### src/rtl/jtu_pkg.sv
package jtu_pkg;
  typedef enum logic {JT_IMM = 1'b0, JT_REG = 1'b1} jt_src_e;

  typedef struct packed {
    logic wide;     // effective data/mode width
    logic illegal;  // rejected override
  } jt_dec_t;
endpackage

### src/rtl/jtu_decode.sv
module jtu_decode
  import jtu_pkg::*;
(
  input  logic    cur_mode_i,
  input  jt_src_e src_i,
  input  logic    sfx_vld_i,
  input  logic    sfx_long_i,
  input  logic    sfx_ilong_i,
  output jt_dec_t dec_o
);
  logic eff_long, eff_ilong;

  // absent override inherits the current mode for both widths
  assign eff_long  = sfx_vld_i ? sfx_long_i  : cur_mode_i;
  assign eff_ilong = sfx_vld_i ? sfx_ilong_i : cur_mode_i;

  always_comb begin
    dec_o.wide    = eff_long;
    dec_o.illegal = (src_i == JT_IMM) && (eff_long != eff_ilong);
  end
endmodule

### src/rtl/jtu_compose.sv
module jtu_compose #(
  parameter int PC_W   = 24,
  parameter int PAGE_W = 8,
  localparam int LOW_W = PC_W - PAGE_W
) (
  input  logic [PC_W-1:0]   pc_cur_i,
  input  logic [PC_W-1:0]   operand_i,
  input  logic              wide_i,
  input  logic [PAGE_W-1:0] page_i,
  output logic [PC_W-1:0]   pc_new_o,
  output logic [PC_W-1:0]   addr_new_o
);
  always_comb begin
    if (wide_i) begin
      pc_new_o   = operand_i;
      addr_new_o = operand_i;
    end else begin
      // narrow write keeps the upper PC bits
      pc_new_o   = {pc_cur_i[PC_W-1:LOW_W], operand_i[LOW_W-1:0]};
      addr_new_o = {page_i, operand_i[LOW_W-1:0]};
    end
  end
endmodule

### src/rtl/jump_target_unit.sv
module jump_target_unit
  import jtu_pkg::*;
#(
  parameter int PC_W   = 24,
  parameter int PAGE_W = 8,
  localparam int LOW_W = PC_W - PAGE_W
) (
  input  logic              clk_i,
  input  logic              rst_ni,
  input  logic              jump_en_i,
  input  logic              src_reg_i,
  input  logic              sfx_vld_i,
  input  logic              sfx_long_i,
  input  logic              sfx_ilong_i,
  input  logic [PC_W-1:0]   imm_i,
  input  logic [PC_W-1:0]   reg_i,
  input  logic [PAGE_W-1:0] page_i,
  output logic [PC_W-1:0]   pc_o,
  output logic              mode_o,
  output logic [PC_W-1:0]   addr_o,
  output logic              illegal_o
);
  jt_src_e         src;
  jt_dec_t         dec;
  logic [PC_W-1:0] operand, pc_new, addr_new;

  assign src     = src_reg_i ? JT_REG : JT_IMM;
  assign operand = (src == JT_REG) ? reg_i : imm_i;

  jtu_decode u_decode (
    .cur_mode_i (mode_o),
    .src_i      (src),
    .sfx_vld_i  (sfx_vld_i),
    .sfx_long_i (sfx_long_i),
    .sfx_ilong_i(sfx_ilong_i),
    .dec_o      (dec)
  );

  jtu_compose #(.PC_W(PC_W), .PAGE_W(PAGE_W)) u_compose (
    .pc_cur_i  (pc_o),
    .operand_i (operand),
    .wide_i    (dec.wide),
    .page_i    (page_i),
    .pc_new_o  (pc_new),
    .addr_new_o(addr_new)
  );

  always_ff @(posedge clk_i or negedge rst_ni) begin
    if (!rst_ni) begin
      pc_o      <= '0;
      mode_o    <= 1'b0;
      addr_o    <= '0;
      illegal_o <= 1'b0;
    end else begin
      illegal_o <= jump_en_i && dec.illegal;
      if (jump_en_i && !dec.illegal) begin
        pc_o   <= pc_new;
        mode_o <= dec.wide;
        addr_o <= addr_new;
      end
    end
  end


  illegal_hold_chk: assert property (@(posedge clk_i) disable iff (!rst_ni)
    illegal_o |-> ($stable(pc_o) && $stable(mode_o) && $stable(addr_o)));


  idle_hold_chk: assert property (@(posedge clk_i) disable iff (!rst_ni)
    !$past(jump_en_i) |-> ($stable(pc_o) && $stable(mode_o) && $stable(addr_o) && !illegal_o));


  addr_wide_chk: assert property (@(posedge clk_i) disable iff (!rst_ni)
    mode_o |-> (addr_o == pc_o));


  addr_narrow_chk: assert property (@(posedge clk_i) disable iff (!rst_ni)
    !mode_o |-> (addr_o[LOW_W-1:0] == pc_o[LOW_W-1:0]));


  reg_legal_chk: assert property (@(posedge clk_i) disable iff (!rst_ni)
    (jump_en_i && src_reg_i) |=> !illegal_o);


  reg_mode_chk: assert property (@(posedge clk_i) disable iff (!rst_ni)
    (jump_en_i && src_reg_i && sfx_vld_i) |=> (mode_o == $past(sfx_long_i)));
endmodule

### config.mk
export PLATFORM = sky130hd
export DESIGN_NAME = jump_target_unit
export DESIGN_NICKNAME = d
export VERILOG_FILES = /design/src/rtl/jtu_pkg.sv /design/src/rtl/jtu_decode.sv /design/src/rtl/jtu_compose.sv /design/src/rtl/jump_target_unit.sv
export SDC_FILE = /design/constraint.sdc
export NUM_CORES = 1
export LEC_CHECK = 0
export BUFFER_PORTS_ARGS = -buffer_cell sky130_fd_sc_hd__buf_2
export CAP_MARGIN = 10
export CELL_PAD_IN_SITES_DETAIL_PLACEMENT = 0
export CELL_PAD_IN_SITES_GLOBAL_PLACEMENT = 1
export CORE_MARGIN = 4
export CORE_UTILIZATION = 33
export CTS_CLUSTER_DIAMETER = 60
export DETAILED_ROUTE_END_ITERATION = 10
export PLACE_DENSITY_LB_ADDON = 0.1
export SKIP_LAST_GASP = 1
export SYNTH_ARGS = -nofsm -noshare
export SYNTH_HDL_FRONTEND = slang
export SYNTH_SLANG_ARGS = --single-unit
### constraint.sdc
create_clock -name clk_i -period 1.8 [get_ports clk_i]
set_input_delay 0.09 -clock clk_i [delete_from_list [all_inputs] [get_ports clk_i]]
set_output_delay 0.09 -clock clk_i [all_outputs]
set_load 0.01 [all_outputs]
==> qor.txt, run 1 <==
Final Cycle Share: 83.1%
DRT met1 WL: 1820 µm
Layout cells sized above 1: 81.5%
Synth Net Count: 193
CTS buffer count: 5
Via count: 1,367
CTS max path bufs: 2
Gp weighted congestion: 0.737
Tmin final: 1500 ps
WL met2: 2200 µm
Max-cap violations: 0
Root buffer cell: clkbuf_8
Number of diodes: 0
Avg Cell Area, Syn: 14.7 µm²
Syn. warnings: 0
First-pass GRT wire length: 7180 µm
Post-synth EDFFs: 0
Crit-path max FO: 8
Count leader, synth: mux2_2
Layout Cells excl Fill: 304
DR DRC count: 0
Slew margin rel.: 44.5%
Cell count after placement: 295
Pleak: 1.27 nW
# IOs: 113
Routed Antenna Nets: 0
Layout area overhead: 31.0%
Synth Flop Type: dfrtp_1
Most frequent cells after synthesis: mux2_2 (45), dfrtp_1 (34), mux2_4 (20), buf_4 (16), buf_6 (3)
Die W: 84.0 µm
RSZ-0062 raised after global routing: false
Post-synth top area share: 44.6%
Initial core utilization: 34.2%
HP Class: in -> reg
Clk_skew: 7.77 ps
Kind of critical path: reg -> reg
#FFs+latches synth: 34
Clock slew at reported path FFs: 70 ps
Final Max Tran Viols: 0
Routed wl met3: 399 µm
FP Rows: 27
Total gr overflow: 0
DRT Wirelength: 4470 µm
Syn Inst Count: 130
Distinct cells, synth: 15
Core ar.: 5570 µm²
Worst EP required: 1960 ps
Startpoint Class: flop
TritonCTS clock tree: done
Largest cells by area after synthesis: dfrtp_1 (45%), mux2_2 (27%), mux2_4 (16%), buf_4 (6.3%), buf_6 (1.8%)
Status: completed
Drt first pass iters: 3
H-tree levels: 2
Post-CTS Resized: 0
Total Routing Usage GR: 12.7%
Port Buffers: 112
Worst-skew pair later-pin latency: 280 ps
Async set or reset register ratio after synthesis: 100%
Wirelength per Cell: 14.7 µm
Arrival time at the worst endpoint: 1660 ps
Initial antenna violation count: 0
Post-synth top area cell: dfrtp_1
Pin count of the biggest net entering global routing: 35
Post-CTS setup buffer count: 0
Fmax: 668 MHz
Critical path endpoint category: flop
DRT iter0 DRCs: 10
Sequential fraction of the synthesis area: 44.6%
Setup violations, final: 0
Post-route setup TNS: 0 ps
Vias per cell: 4.50
# clock sinks: 34
Top sig layer: met4
Synth Cell Area: 1910 µm²
Max VDD drop: 0.000412 V
Post-DP Area: 2400 µm²
Post-DP HPWL: 3340 µm
Vias in the first global route: 1,517
Final Cell Area: 2500 µm²
# hold bufs at CTS: 1
Die area: 7060 µm²
Die Span Y: 84.0 µm
Hold Fails Final Rpt: 0
Final #Nets: 294
Pwr Density: 930 nW/µm²
Slew @ Worst Pin: 832 ps
Power consumption: 2.32 mW
## where the power goes
part	switching (mW)	leakage [nW]	internal (mW)
combinational	0.323	0.821	0.420
clock	0.271	0.0482	0.309
sequential	0.0900	0.401	0.912
total	0.684	1.27	1.64
## worst max-delay path, stage by stage, from the launching register on
cell,delay [ps]
dfrtp_1,420
mux2_2,390
mux2_2,300
mux2_2,260
## cell usage in the layout, fill, tap and decap left out, drive strengths merged
master	synthesis	routed
nor4b	1	1
xnor2	1	1
o211ai	1	1
buf	22	115
a21boi	1	1
o31a	1	1
clkbuf	0	7
dlygate4sd3	0	1
o21bai	1	1
dfrtp	34	34
clkinv	0	1
inv	2	2
nand2b	1	1
mux2	65	65
## layer usage
metal	global-route usage [%]	vias up
met4	4.82	0
met1	13.9	647
li1	-	649
met2	22.4	65
met3	4.44	6
met5	0	-
## layout make-up
type	instances	area (µm²)
Multi-Input combinational cell	72	867
Tap cell	72	90.1
Fill cell	555	3070
Clock buffer	7	86.3
Sequential cell	34	851
Inverter	2	7.51
Timing Repair Buffer	116	593
Clock inverter	1	5.00
## metrics by stage
stage               hold slack (ps)  setup slack, ps  util [%]
finish                         83.3              304      44.8
floorplan                      -206              396         -
detailed placement              214             67.5      43.0
global placement                223              133      43.0
CTS                            74.6              299      44.8
global route                   81.7              250      44.8
## final timing paths
| path | endpoint | cells after the start | startpoint | slack [ps] |
|---|---|---|---|---|
| setup / recovery | addr_o[20] | 3 | mode_o | 300 |
| hold / removal | illegal_o | 3 | sfx_vld_i | 80 |
| setup reg to reg | addr_o[20] | 3 | mode_o | 300 |
| hold reg to reg | pc_o[18] | 1 | pc_o[18] | 500 |
| max in group asynchronous | addr_o[19] | 2 | rst_ni | 890 |
| min in group asynchronous | pc_o[6] | 2 | rst_ni | 420 |
## logic make-up (layout without fill, tap and decap cells)
family,Yosys count,in the layout,synth area share [%]
mux,65,65,42.3
flops,34,34,44.6
buf+inv,24,126,10.0
compound gates,4,4,1.84
simple gates,2,2,0.787
xor+xnor,1,1,0.459
## flip-flops by register name, summed over array words and instances (netlist names)
signal,count
addr_o,9
illegal_o,1
mode_o,1
pc_o,23
No activity file was read; power rests on OpenSTA's default activity.
==> run 2: changes to the inputs <==
Clock period 1.8 ns to 1.4 ns, I/O delays scaled along.
==> qor.txt, run 2 (synthesis gave the netlist of run 1 again) <==
Most frequent cells in the layout: buf_2 (112), mux2_2 (44), dfrtp_1 (34)
Number of diodes: 0
Commonest non-fill, non-tap cell in the layout: buf_2
Critical R2R Launch: mode_o
Routed Antenna Nets: 0
Pleak: 1.31 nW
Kind of critical path: reg -> reg
DRT Wirelength: 4650 µm
FP Rows: 27
Core ar.: 5570 µm²
Slew @ Worst Pin: 437 ps
Worst EP required: 1570 ps
Clock slew at reported path FFs: 70 ps
Die area: 7060 µm²
Fillcell total: 540
Wirelength per Cell: 15.0 µm
Arrival time at the worst endpoint: 1560 ps
Worst-skew pair later-pin latency: 290 ps
Cell count after placement: 300
Pin count of the biggest net entering global routing: 20
Post-CTS Resized: 0
# IOs: 113
Setup slack after placement: 16.8 ps
Most flop-heavy register: pc_o
Final Max Tran Viols: 0
Startpoint Class: flop
Status: completed
Worst Setup SP: mode_o
CTS buffer count: 5
H-tree levels: 2
DR DRC count: 0
Die Span Y: 84.0 µm
Drt first pass iters: 2
Initial core utilization: 34.2%
Hold Fails Final Rpt: 0
DRT iter0 DRCs: 24
Post-CTS setup buffer count: 0
Layout cells sized above 1: 81.9%
Crit-path max FO: 8
Largest register FFs: 23
Fmax: 718 MHz
Max-cap violations: 0
Final Cycle Share: 99.5%
Total Routing Usage GR: 13.6%
Die W: 84.0 µm
Post-DP HPWL: 3590 µm
Slew margin rel.: 70.9%
Critical path endpoint category: flop
Tmin final: 1390 ps
Leading registers by flop count: pc_o (23), addr_o (9)
Final worst slack: 7.43 ps
Layout Cells excl Fill: 309
Initial antenna violation count: 0
Vias in the first global route: 1,517
Clk_skew: 8.11 ps
TritonCTS clock tree: done
Total gr overflow: 0
Worst hold start: jump_en_i
Via count: 1,398
HP Class: in -> reg
CTS max path bufs: 2
Layout area overhead: 34.5%
Max VDD drop: 0.000583 V
First-pass GRT wire length: 7560 µm
Port Buffers: 112
Setup violations, final: 0
# clock sinks: 34
RSZ-0062 raised after global routing: true
Pwr Density: 1180 nW/µm²
Gp weighted congestion: 0.703
Root buffer cell: clkbuf_8
Final #Nets: 299
Vias per cell: 4.52
## run 2: metrics by stage
step	hold slack, ps	setup TNS (ps)	util, %	power [mW]	instance area (µm²)
after floorplan	-226	0	-	1.94	1910
after global placement	39.5	0	44.2	2.29	2460
after detailed placement	39.5	0	44.2	2.30	2460
after CTS	57.4	0	46.0	3.09	2570
after global routing	54.4	-155	46.0	3.23	2570
final	70.9	0	46.0	3.03	2570
## run 2: what timing repair did
item,CTS,global route
endpoints found under the setup margin,0,7
endpoints found under the hold margin,18,0
hold buffers,1,0
## run 2: report_power, final
part           internal (mW)  leakage, nW  switching, mW  total, mW
Clock                  0.397       0.0482          0.362      0.759
Sequential              1.17        0.401          0.110       1.28
Combinational          0.564        0.858          0.425      0.989
## run 2: layer usage
| layer | up-vias | wire (µm) | GRT usage (%) |
|---|---|---|---|
| met5 | - | 0 | 0 |
| met4 | 0 | 66 | 5.26 |
| met3 | 8 | 419 | 4.15 |
| met2 | 69 | 2200 | 22.6 |
| met1 | 659 | 1960 | 16.4 |
| li1 | 662 | - | - |
## run 2: critical path, stage by stage (launching register included)
cell and delay (ps):
dfrtp_1 380, mux2_4 350, mux2_2 280, mux2_2 260
## run 2: layout make-up
type,count,area [µm²],area share (%)
multi-input cells,72,871,33.9
flip-flops and latches,34,851,33.2
repair buffers,121,656,25.5
well taps,72,90.1,3.51
clock buffers,7,86.3,3.36
inverters,2,7.51,0.293
clock inverters,1,5.00,0.195
## run 2: worst paths after layout
path,to,slack (ps),cells past startpoint
max,addr_o[22],7,3
min,illegal_o,70,2
max reg2reg,addr_o[22],7,3
min reg2reg,pc_o[17],500,1
max in group asynchronous,pc_o[20],540,3
min in group asynchronous,pc_o[13],250,2
